File: src/rtl/gqs_pkg.sv
package gqs_pkg;

    localparam int LFSR_LEN = 31;

    // Feedback masks: bit k set means stage k enters the XOR feedback
    localparam logic [LFSR_LEN-1:0] FIXED_TAPS   = 31'h0000_0009;
    localparam logic [LFSR_LEN-1:0] CHANNEL_TAPS = 31'h0000_000F;
    localparam logic [LFSR_LEN-1:0] FIXED_SEED   = 31'h0000_0001;

    typedef enum logic [1:0] {
        ST_IDLE,
        ST_WARM,
        ST_EVEN,
        ST_ODD
    } gqs_state_e;

endpackage

File: src/rtl/gqs_lfsr.sv
module gqs_lfsr #(
    parameter int          LEN     = 31,
    parameter logic [30:0] TAPS    = 31'h9,
    parameter logic [30:0] RST_VAL = 31'h1
) (
    input  logic           clk,
    input  logic           rst_n,
    input  logic           load_i,
    input  logic [LEN-1:0] seed_i,
    input  logic           adv_i,
    output logic           bit_o
);

    logic [LEN-1:0] stages_q;
    logic           fb;

    // stage k holds sequence element n+k; the new element enters at the top
    assign fb    = ^(stages_q & TAPS[LEN-1:0]);
    assign bit_o = stages_q[0];

    always_ff @(posedge clk) begin
        if (!rst_n) begin
            stages_q <= RST_VAL[LEN-1:0];
        end else if (load_i) begin
            stages_q <= seed_i;
        end else if (adv_i) begin
            stages_q <= {fb, stages_q[LEN-1:1]};
        end
    end

endmodule

File: src/rtl/gqs_ctrl.sv
module gqs_ctrl
    import gqs_pkg::*;
#(
    parameter int WARMUP = 1600
) (
    input  logic clk,
    input  logic rst_n,
    input  logic load_i,
    input  logic bit_vld_i,
    output logic adv_o,
    output logic ready_o,
    output logic hold_we_o,
    output logic emit_o
);

    localparam int CNT_W = $clog2(WARMUP + 1);
    localparam logic [CNT_W-1:0] CNT_LAST = CNT_W'(WARMUP - 1);

    gqs_state_e       state_q, state_d;
    logic [CNT_W-1:0] cnt_q;

    // state register
    always_ff @(posedge clk) begin
        if (!rst_n) begin
            state_q <= ST_IDLE;
        end else begin
            state_q <= state_d;
        end
    end

    // warm-up counter
    always_ff @(posedge clk) begin
        if (!rst_n || load_i) begin
            cnt_q <= '0;
        end else if (state_q == ST_WARM) begin
            cnt_q <= cnt_q + 1'b1;
        end
    end

    // next state
    always_comb begin
        state_d = state_q;
        if (load_i) begin
            state_d = ST_WARM;
        end else begin
            unique case (state_q)
                ST_IDLE: state_d = ST_IDLE;
                ST_WARM: if (cnt_q == CNT_LAST) state_d = ST_EVEN;
                ST_EVEN: if (bit_vld_i) state_d = ST_ODD;
                ST_ODD:  if (bit_vld_i) state_d = ST_EVEN;
                default: state_d = ST_IDLE;
            endcase
        end
    end

    // outputs
    always_comb begin
        adv_o     = 1'b0;
        ready_o   = 1'b0;
        hold_we_o = 1'b0;
        emit_o    = 1'b0;
        unique case (state_q)
            ST_IDLE: ;
            ST_WARM: adv_o = !load_i;
            ST_EVEN: begin
                ready_o   = 1'b1;
                adv_o     = bit_vld_i && !load_i;
                hold_we_o = bit_vld_i && !load_i;
            end
            ST_ODD: begin
                ready_o = 1'b1;
                adv_o   = bit_vld_i && !load_i;
                emit_o  = bit_vld_i && !load_i;
            end
            default: ;
        endcase
    end

endmodule

File: src/rtl/gqs_mapper.sv
module gqs_mapper #(
    parameter int SYM_W = 16,
    parameter int AMP   = 90
) (
    input  logic             clk,
    input  logic             rst_n,
    input  logic             hold_we_i,
    input  logic             emit_i,
    input  logic             sc_bit_i,
    output logic             sym_vld_o,
    output logic [SYM_W-1:0] sym_o
);

    localparam int COMP_W = SYM_W / 2;
    localparam logic [COMP_W-1:0] LVL_POS = COMP_W'(AMP);
    localparam logic [COMP_W-1:0] LVL_NEG = COMP_W'(-AMP);

    logic             held_q;
    logic [1:0]       pair;
    logic [SYM_W-1:0] sym_d;

    // pair[1] = first bit (I), pair[0] = second bit (Q)
    assign pair = {held_q, sc_bit_i};

    for (genvar g = 0; g < 2; g++) begin : g_comp
        assign sym_d[g*COMP_W +: COMP_W] = pair[g] ? LVL_NEG : LVL_POS;
    end

    always_ff @(posedge clk) begin
        if (!rst_n) begin
            held_q <= 1'b0;
        end else if (hold_we_i) begin
            held_q <= sc_bit_i;
        end
    end

    always_ff @(posedge clk) begin
        if (!rst_n) begin
            sym_vld_o <= 1'b0;
            sym_o     <= '0;
        end else begin
            sym_vld_o <= emit_i;
            if (emit_i) begin
                sym_o <= sym_d;
            end
        end
    end

endmodule

File: src/rtl/gold_qpsk_scrambler.sv
module gold_qpsk_scrambler
    import gqs_pkg::*;
#(
    parameter int WARMUP = 1600,
    parameter int SYM_W  = 16,
    parameter int AMP    = 90
) (
    input  logic                clk,
    input  logic                rst_n,
    input  logic                load_i,
    input  logic [LFSR_LEN-1:0] seed_i,
    input  logic                bit_vld_i,
    input  logic                bit_i,
    output logic                ready_o,
    output logic                sym_vld_o,
    output logic [SYM_W-1:0]    sym_o
);

    logic adv;
    logic hold_we;
    logic emit;
    logic fixed_bit;
    logic chan_bit;
    logic sc_bit;

    gqs_ctrl #(.WARMUP(WARMUP)) u_ctrl (
        .clk       (clk),
        .rst_n     (rst_n),
        .load_i    (load_i),
        .bit_vld_i (bit_vld_i),
        .adv_o     (adv),
        .ready_o   (ready_o),
        .hold_we_o (hold_we),
        .emit_o    (emit)
    );

    gqs_lfsr #(
        .LEN     (LFSR_LEN),
        .TAPS    (FIXED_TAPS),
        .RST_VAL (FIXED_SEED)
    ) u_fixed (
        .clk    (clk),
        .rst_n  (rst_n),
        .load_i (load_i),
        .seed_i (FIXED_SEED),
        .adv_i  (adv),
        .bit_o  (fixed_bit)
    );

    gqs_lfsr #(
        .LEN     (LFSR_LEN),
        .TAPS    (CHANNEL_TAPS),
        .RST_VAL ('0)
    ) u_chan (
        .clk    (clk),
        .rst_n  (rst_n),
        .load_i (load_i),
        .seed_i (seed_i),
        .adv_i  (adv),
        .bit_o  (chan_bit)
    );

    assign sc_bit = bit_i ^ fixed_bit ^ chan_bit;

    gqs_mapper #(.SYM_W(SYM_W), .AMP(AMP)) u_map (
        .clk       (clk),
        .rst_n     (rst_n),
        .hold_we_i (hold_we),
        .emit_i    (emit),
        .sc_bit_i  (sc_bit),
        .sym_vld_o (sym_vld_o),
        .sym_o     (sym_o)
    );

endmodule

File: config.mk
export PLATFORM = sky130hd
export DESIGN_NAME = gold_qpsk_scrambler
export DESIGN_NICKNAME = d
export VERILOG_FILES = /design/src/rtl/gqs_pkg.sv /design/src/rtl/gqs_lfsr.sv /design/src/rtl/gqs_ctrl.sv /design/src/rtl/gqs_mapper.sv /design/src/rtl/gold_qpsk_scrambler.sv
export SDC_FILE = /design/constraint.sdc
export NUM_CORES = 1
export LEC_CHECK = 0
export ABC_AREA = 1
export BUFFER_PORTS_ARGS = -buffer_cell sky130_fd_sc_hd__buf_2
export CAP_MARGIN = 10
export CORE_MARGIN = 2
export CORE_UTILIZATION = 31
export DETAILED_ROUTE_END_ITERATION = 6
export PLACE_DENSITY = 0.57
export REMOVE_ABC_BUFFERS = 1
export SKIP_LAST_GASP = 1
export SLEW_MARGIN = 5
export SYNTH_ARGS = -nofsm -noshare
export SYNTH_HDL_FRONTEND = slang
export SYNTH_SLANG_ARGS = --single-unit
File: constraint.sdc
create_clock -name clk -period 1.8 [get_ports clk]
set_input_delay 0.18 -clock clk [delete_from_list [all_inputs] [get_ports clk]]
set_output_delay 0.18 -clock clk [all_outputs]
set_load 0.02 [all_outputs]
Word level (Yosys, flattened, before mapping)
Index checks and enable logic that the tools add are counted.
{"block": "totals", "in_bits": 36, "register_bits": 93, "output_inout_bits": 18, "romBits": 0, "elab_cells": 47, "ramBits": 0, "latch_bits": 0, "memories": 0}
{"block": "op_classes", "n_mux": 13, "div_mod_pow": 0, "reduce_logical": 12, "magnitude_cmp": 0, "n_eq_ne": 10, "addsub": 1, "mul": 0, "shifts": 0, "bitwise": 3}
{"cell": "$mux 31", "n": 2}
{"cell": "$reduce_xor 31->1", "n": 2}
{"cell": "$mux 8", "n": 2}
{"cell": "$add 11x1->11 const B", "n": 1}
{"cell": "$eq 11x11->1 const B", "n": 1}
{"cell": "$ne 3x3->1 const B", "n": 3}
{"cell": "$pmux 2 s4", "n": 1}
{"cell": "$mux 2", "n": 3}
{"cell": "$ne 2x2->1 const B", "n": 3}
{"cell": "$reduce_and 3->1", "n": 2}
{"cell": "$eq 2x2->1 const B", "n": 2}
{"cell": "$mux 1", "n": 4}
{"cell": "$reduce_or 2->1", "n": 2}
{"cell": "$eq 2x1->1 const B", "n": 1}
{"cell": "$logic_not 1->1", "n": 2}
{"cell": "$logic_not 2->1", "n": 1}
{"cell": "$pmux 1 s2", "n": 1}
{"cell": "$reduce_bool 2->1", "n": 1}
{"cell": "$xor 1x1->1", "n": 2}
{"cell": "$logic_and 1x1->1", "n": 1}
{"cell": "$logic_or 1x1->1", "n": 1}
{"cell": "$not 1->1", "n": 1}

Logic depth before layout (Yosys ltp)
Gate-level depths: netlist of the first run.
{"block": "depth", "word_depth": 5, "ltp_mapped": 8, "mapped_depth_nobuf": 8}

Cells and area by module
Synthesis of the first run repeated with hierarchy kept, for this count alone.
{"block": "unflattened", "cells_unflattened": 553, "area_unflattened_um2": 3897.5}
{"mod": "gqs_lfsr at u_fixed", "cells_each": 210, "instances": 1, "seq_area_each_um2": 620.6, "area_per_inst_um2": 1487.7}
{"mod": "gqs_lfsr at u_chan", "cells_each": 179, "instances": 1, "seq_area_each_um2": 620.6, "area_per_inst_um2": 1328.8}
{"mod": "gqs_ctrl", "cells_each": 109, "instances": 1, "seq_area_each_um2": 260.2, "area_per_inst_um2": 713.2}
{"mod": "gqs_mapper", "cells_each": 44, "instances": 1, "seq_area_each_um2": 140.1, "area_per_inst_um2": 325.3}
{"mod": "gold_qpsk_scrambler", "cells_each": 11, "instances": 1, "seq_area_each_um2": 0.0, "area_per_inst_um2": 42.5}

Worst setup path after synthesis of the first run
Ideal clock, no wire load.
{"block": "synth_path", "path_type": "register -> register", "startpoint": "register u_ctrl.state_q[0]", "endpoint": "register u_fixed.stages_q[30]", "t_arrival_ns": 1.133, "required_ns": 1.681, "slack_ns": 0.548, "path_buffers": 1, "stages_incl_launch_ff": 9, "setup_time_ns": 0.119, "cell_sequence": "dfxtp_1 > inv_2 > nor2_4 > nand2_4 > nand2_4 > inv_2 > buf_4 > o21ai_1 > a21oi_1"}
{"block": "synth_via", "elab_chain_len": 3}
{"element": "start: declaration", "line_no": "gqs_ctrl.sv:19", "text": "gqs_state_e state_q, state_d;"}
{"element": "start signal: assignment", "line_no": "gqs_ctrl.sv:27", "text": "state_q <= state_d;"}
{"element": "$eq 2x2->1", "line_no": "gqs_ctrl.sv:62", "text": "unique case (state_q)"}
{"element": "$reduce_or 2->1 (no source line)"}
{"element": "$pmux 1 s2 *", "line_no": "gqs_ctrl.sv:62"}
{"element": "end signal: assignment", "line_no": "gqs_lfsr.sv:23", "text": "stages_q <= RST_VAL[LEN-1:0];"}
{"element": "end signal: assignment", "line_no": "gqs_lfsr.sv:25", "text": "stages_q <= seed_i;"}
{"element": "end signal: assignment", "line_no": "gqs_lfsr.sv:27", "text": "stages_q <= {fb, stages_q[LEN-1:1]};"}
{"element": "end: declaration", "line_no": "gqs_lfsr.sv:14", "text": "logic [LEN-1:0] stages_q;"}
Mark *: on every way between the ends. The rest lies on a longest branch, timed or not.
A chain may end at the register's enable or synchronous reset.

Final worst setup path of the first run
{"block": "layout_path", "startpoint": "register u_ctrl.state_q[0]", "endpoint": "register u_chan.stages_q[3]"}
{"block": "layout_via", "elab_chain_len": 4}
{"element": "$eq 2x2->1", "line_no": "gqs_ctrl.sv:62"}
{"element": "$reduce_or 2->1 (no source line)"}
{"element": "$pmux 1 s2 *", "line_no": "gqs_ctrl.sv:62"}
{"element": "$reduce_bool 2->1 (no source line) *"}
{"element": "end signal: assignment", "line_no": "gqs_lfsr.sv:23"}
{"element": "end signal: assignment", "line_no": "gqs_lfsr.sv:25"}
{"element": "end signal: assignment", "line_no": "gqs_lfsr.sv:27"}
{"element": "end: declaration", "line_no": "gqs_lfsr.sv:14"}
Marks and branches as above.

==> impl_metrics.ini, run 1 <==
[cts]
clock_sinks = 82
root_buffer = clkbuf_16
clk_latency_ns = 0.33
cts_setup_buffers = 0
cts_buffer_depth = 2
cts_buffers = 9
hold_buffers = 0
cts_max_level = 3
cts_resized = 0
clkTransAtPathRegs_ns = 0.06
tritoncts = done

[setup_path]
path_class = reg -> reg
reg2reg_depth = 7
crit_required_ns = 2.06
r2r_start = u_ctrl.state_q[0]$_SDFFE_PN0P_
crit_start = u_ctrl.state_q[0]$_SDFFE_PN0P_
cp.arrival_ns = 1.78
cp-start-kind = flop
crit_path_end = u_chan.stages_q[3]$_SDFFE_PN0P_
worst_r2r_endpoint = u_chan.stages_q[3]$_SDFFE_PN0P_
ff2ff_setup_slack_ns = 0.28
crit_path_end_kind = flop
crit_fanout = 54

[logic_synthesis]
syn_area_um2 = 3560
synth_top_area_cell = dfxtp_1
syn_avg_cell_area_um2 = 7.416
ys.flop_type = dfxtp_1
ys_top_cells_by_area = dfxtp_1, nand2_1, nor2_1
syn_inst = 480
synth_edf_count = 0
synth_cell_types = 30
yosysTopAreaCellShare_pct = 46.12
synth-seq-cells = 82
ys_warn_count = 0
seq_area_frac_synth_pct = 46.12
ys_async_sr_fraction_pct = 0

[finish]
nFillCells = 1208
layout_commonest_cell = nand2_1
nNetsFinal = 550
area_growth_pct = 15.64
layout-drive-gt1-share_pct = 16.22
multi_input_area_um2 = 1524
regArea_um2 = 1642
final_cell_mix = nand2_1, dfxtp_1, nor2_1
diodes = 0
final_util_pct = 36.36

[route]
routedWlPerCell_um = 10.75
drc = 0
routed_wl_mm = 7.109
drt_pass1_iterations = 5
drt_iter0_drc = 220
ant_nets = 0
vias_per_cell = 4.592
via_count = 3035

[global_route]
grt_max_degree = 61
use_met2_pct = 20.04
grt.busiest_layer = met2
groute.usage.overall_pct = 12.15
grt_pass1_vias = 2852
use_met1_pct = 14.94
antenna_found_initial = 0
grt_overflow_total = 0
grt_use_met3_pct = 4.811
grt_pass1_wl_mm = 12.47

[timing]
fmax_mhz = 657.7
rsz0062_at_grt = no
finalHoldViolations = 0
setup_viol = 0
fin_crit_ns = 1.520
worst_clock_skew_ns = 0.006551
slew_violations = 0
min_period_over_period_pct = 84.47

[floorplan]
rows = 39
die_height_um = 111.2
die_w_um = 111.2
io-pin-count = 54
core_um2 = 11320
start_util_pct = 31.44
die_area_um2 = 12360

[worst_hold_path]
worstHoldPathType = in -> reg

[placed_design]
place_congestion = 0.7918
port_buffers = 51
hpwlAfterDp_mm = 4.585

[power_and_ir_drop]
combinationalPowerShare_pct = 7.9
p_switching_mw = 0.9174
vdd_drop_max_mv = 0.4968
sw_frac_of_total_pct = 23.89
clkPwrFrac_pct = 42.5
p_leak_nw = 1.770
seq_power_share_pct = 49.6
total_power_mw = 3.841
p_per_area_nw_per_um2 = 933.0
p_int_mw = 2.923

[status]
status = finished, final reports clean

[flow_run]
drv_cap = 0
## layout make-up
| class | instances | share of cell area, % |
|---|---|---|
| sequential | 82 | 39.88 |
| multi-input combinational | 316 | 37.02 |
| timing repair buffer | 58 | 8.085 |
| clock buffer | 11 | 5.653 |
| tap | 143 | 4.347 |
| inverter | 46 | 4.255 |
| clock inverter | 5 | 0.7599 |
## state kept, by name, summed over array words and instances, names as in the netlist
| name | flops |
|---|---|
| u_chan.stages_q | 31 |
| u_ctrl.cnt_q | 11 |
| u_ctrl.state_q | 2 |
| u_fixed.stages_q | 31 |
| u_map.held_q | 1 |
| u_map.sym_o | 5 |
| u_map.sym_vld_o | 1 |
## logic make-up after synthesis
| group | after synthesis | synth area share, % |
|---|---|---|
| AOI/OAI and AO/OA | 113 | 17.79 |
| xor gates and xnor gates | 4 | 0.9844 |
| and+or+nand+nor | 196 | 23.48 |
| DFF | 82 | 46.12 |
| adders and majority gates | 1 | 0.3514 |
| other | 1 | 0.1053 |
| buffers and inverters | 83 | 11.18 |
## power by group through the flow
stage               registers, mW  clock network (mW)  logic (mW)
floorplan                    1.94                   0       0.184
global placement             1.94                   0       0.301
detailed placement           1.95                   0       0.306
CTS                          1.91                1.69       0.307
global route                 1.91                1.78       0.348
finish                       1.91                1.63       0.304
## per-layer routing
layer	vias up	wire, um
li1	1605	-
met5	-	0
met4	0	38
met1	1371	3506
met3	5	287
met2	54	3277
## through the flow
step	hold WS, ns	setup WS (ns)	TNS (ns)	cell area, um2	instances
floorplan	0.3157	-0.09024	-2.748	3341	444
global placement	0.4387	0.3692	0	3852	645
detailed placement	0.4466	0.2926	0	3852	645
CTS	0.09388	0.2829	0	4116	661
global route	0.1070	0.1498	0	4116	661
finish	0.1062	0.2796	0	4116	661
## synthesized netlist by cell type (3+ instances only)
| library cell | instances |
|---|---|
| a21oi_1 | 43 |
| nand3_1 | 29 |
| dfxtp_1 | 82 |
| buf_4 | 19 |
| inv_2 | 4 |
| nor2_1 | 70 |
| a21boi_0 | 19 |
| clkbuf_1 | 11 |
| o21ai_1 | 9 |
| inv_1 | 41 |
| buf_2 | 4 |
| nand4_1 | 3 |
| nor2_4 | 3 |
| nand2_1 | 84 |
| a31oi_1 | 10 |
| o21ai_0 | 29 |
## worst max-delay path: stages (launching register included)
cell,delay [ns]
dfxtp_1,0.40
inv_2,0.10
nor2_4,0.19
nand2_4,0.08
nand2_4,0.14
buf_12,0.24
a21boi_0,0.13
a21oi_1,0.15
## how the worst min path moves through the flow
stage / start / endpoint / slack, ns / depth (start not counted)
floorplan: rst_n / u_map.sym_o[14]$_SDFFE_PN0P_ / 0.32 / 2
global placement: u_fixed.stages_q[27]$_SDFFE_PP0P_ / u_fixed.stages_q[27]$_SDFFE_PP0P_ / 0.44 / 2
detailed placement: u_fixed.stages_q[27]$_SDFFE_PP0P_ / u_fixed.stages_q[26]$_SDFFE_PP0P_ / 0.45 / 2
CTS: seed_i[24] / u_chan.stages_q[24]$_SDFFE_PN0P_ / 0.09 / 3
global route: seed_i[24] / u_chan.stages_q[24]$_SDFFE_PN0P_ / 0.11 / 3
finish: seed_i[24] / u_chan.stages_q[24]$_SDFFE_PN0P_ / 0.11 / 3
Note: power is estimated with default switching activity, not from simulation.
==> run 2, diff against run 1 <==
ABC_AREA = 0   (was 1)
PLACE_DENSITY = 0.58   (was 0.57)
clock period = 1.2 ns   (was 1.8 ns; I/O delays follow)
==> run 2 against run 1 <==
Non-clock buffer count grew 33. Worst setup slack worse by 0.42 ns. The flow now finishes with violations (setup timing). Critical path type unchanged. Combinational power rose by 130%. Clock power up 81%. Critical endpoint is now u_ctrl.cnt_q[8]$_SDFFE_PP0N_. Sequential share of layout area shrank 5.2 points. Global-route usage rose by 1.2 points. Worst hold slack worse by 0.046 ns. Cell count shrank 5.0%. First-iteration DRC count grew 18%. Largest power group is now the clock network. Register-to-register slack worse by 0.42 ns. Power up 70%. Highest routed layer unchanged.
==> impl_metrics.ini, run 2 <==
[status]
status = complete, but fails checks
violations = setup timing

[global_route]
groute.usage.overall_pct = 13.35
grt_max_degree = 43
grt_overflow_total = 0
antenna_found_initial = 0
grt_pass1_vias = 2990
grt_pass1_wl_mm = 13.61

[placed_design]
place_area_um2 = 4003
dp.cells = 603
hpwlAfterDp_mm = 5.037
port_buffers = 51
place_congestion = 0.7167

[setup_path]
crit_fanout = 4
critical-path-slowest-cell = or4_1
ff2ff_setup_slack_ns = -0.14
path_cells = buf_6, nand3b_1, or4_1, a21oi_2
reg2reg_depth = 4
cp-start-kind = flop
r2r_start = u_ctrl.state_q[1]$_SDFFE_PP0P_
cp.arrival_ns = 1.61
path_class = reg -> reg
crit_path_end_kind = flop
worst_r2r_endpoint = u_ctrl.cnt_q[8]$_SDFFE_PP0N_
max_stage_delay_ns = 0.50
crit_required_ns = 1.47

[cts]
cts_buffer_depth = 2
clkTransAtPathRegs_ns = 0.06
root_buffer = clkbuf_16
cts_max_level = 3
tritoncts = done
cts_buffers = 9
clk_latency_ns = 0.34
clock_sinks = 82

[timing]
slew_violations = 0
fin_crit_ns = 1.338
worst_clock_skew_ns = 0.004746
min_period_over_period_pct = 111.5
finalHoldViolations = 0
setup_viol = 72
rsz0062_at_grt = yes
tns_ns = -6.615
setup_ws_ns = -0.1378
fmax_mhz = 747.5

[finish]
multi_input_area_um2 = 1833
nFillCells = 1028
final_cell_mix = dfxtp_1, buf_2, nand2_1
final_util_pct = 43.63
regArea_um2 = 1654
layout_commonest_cell = dfxtp_1
layoutNonFillerInstCount = 628
area_growth_pct = 35.69
largestRegisters = u_chan.stages_q (31), u_fixed.stages_q (31), u_ctrl.cnt_q (11)
layout-drive-gt1-share_pct = 33.40
postLayoutCellArea_um2 = 4771
diodes = 0
nNetsFinal = 520

[logic_synthesis]
seq_area_frac_synth_pct = 46.69
syn_area_um2 = 3516
synth-adder-area-share_pct = 0.3559
synth_cell_types = 47
ys_warn_count = 0
ys.flop_type = dfxtp_1
synth-seq-cells = 82
ys_async_sr_fraction_pct = 0
synth_common_cells = dfxtp_1, nand2_1, o21ai_0
synth_top_area_cell = dfxtp_1
yosysTopAreaCellShare_pct = 46.69
syn_inst = 430
ys_top_cells_by_area = dfxtp_1, o21ai_0, nand2_1
syn_avg_cell_area_um2 = 8.176
synth_top_family_by_area = compound AO/OA/AOI/OAI gates
synth_edf_count = 0
synth_xor_area_share_pct = 2.420
synth_compound_area_share_pct = 23.06
yosys.area_share.simple_pct = 18.40
synthMuxAreaShare_pct = 1.281
post-synth-top-count-cell = dfxtp_1

[worst_hold_path]
worstHoldEndpoint = u_chan.stages_q[30]$_SDFFE_PN0P_
hp-start = seed_i[30]
min_path_cells = 3
worstHoldPathType = in -> reg

[route]
vias_per_cell = 5.096
drt_pass1_iterations = 4
ant_nets = 0
routedWlPerCell_um = 13.43
routed_wl_mm = 8.433
drt_iter0_drc = 259
drc = 0
via_count = 3200

[floorplan]
rows = 38
die_height_um = 110.5
io-pin-count = 54
die_w_um = 110.5
core_um2 = 10940
die_area_um2 = 12210
start_util_pct = 32.15

[flow_run]
drv_cap = 0

[power_and_ir_drop]
p_per_area_nw_per_um2 = 1367
p_leak_nw = 1.779
vdd_drop_max_mv = 0.9845
run 2: what timing repair did:
item                                    CTS  global route
gates resized for setup                  37            59
cloned                                    1             4
hold buffers                              0             0
pin swaps                                12            56
endpoints found under the setup margin   71            78
buffers inserted                          3             1
run 2: worst max-delay path by stage:
stage / from / endpoint / slack (ns)
6_report: u_ctrl.state_q[1]$_SDFFE_PP0P_ / u_ctrl.cnt_q[8]$_SDFFE_PP0N_ / -0.14
5_1_grt: u_ctrl.state_q[1]$_SDFFE_PP0P_ / u_chan.stages_q[23]$_SDFFE_PN0P_ / -0.19
4_1_cts: u_ctrl.state_q[1]$_SDFFE_PP0P_ / u_ctrl.cnt_q[7]$_SDFFE_PP0N_ / -0.12
3_5_place_dp: u_ctrl.state_q[1]$_SDFFE_PP0P_ / u_fixed.stages_q[30]$_SDFFE_PP0P_ / -0.18
3_3_place_gp: u_ctrl.state_q[1]$_SDFFE_PP0P_ / u_fixed.stages_q[30]$_SDFFE_PP0P_ / -0.15
2_1_floorplan: u_ctrl.state_q[1]$_SDFFE_PP0P_ / u_fixed.stages_q[11]$_SDFFE_PP0P_ / -1.35
run 2: power breakdown:
group	switching, mW	internal [mW]	leakage, nW
clock network	1.07	1.88	0.149
logic	0.375	0.320	0.956
registers	0.0674	2.81	0.673
run 2: critical path: cells and delay by family (launching register included):
| family | cells | cell delay (ns) |
|---|---|---|
| buf+inv | 1 | 0.12 |
| flops | 1 | 0.34 |
| compound gates | 1 | 0.13 |
| simple gates | 2 | 0.69 |
run 2: cells by family (layout without fill, tap and decap cells):
group,after synthesis,count (layout)
compound gates,147,147
simple gates,132,132
flops,82,82
buf+inv,55,112
xor+xnor,8,8
mux,4,4
fa+ha+maj,1,1
other cells,1,2
run 2: layout make-up:
type | instances | share of cell area [%]
clock buffer | 12 | 5.167
clock inverter | 4 | 1.574
inverter | 5 | 0.3934
multi-input combinational | 294 | 38.42
sequential | 82 | 34.67
tap | 140 | 3.672
timing repair buffer | 91 | 16.10
run 2: layer usage:
layer | share of wire, % | up-vias | GRT usage [%] | wire, um
met3 | 3.5 | 10 | 3.732 | 296
li1 | - | 1617 | - | -
met5 | 0 | - | 0 | 0
met1 | 46 | 1516 | 16.30 | 3850
met4 | 1.7 | 0 | 5.750 | 140
met2 | 49 | 57 | 22.00 | 4145
run 2: through the flow:
step                hold WS (ns)  total power, mW  worst slack, ns
finish                   0.05976            6.523          -0.1378
CTS                      0.05745            6.480          -0.1172
detailed placement        0.4104            3.455          -0.1824
floorplan                 0.2378            3.178           -1.350
global route             0.08415            6.760          -0.1947
global placement          0.4015            3.449          -0.1486
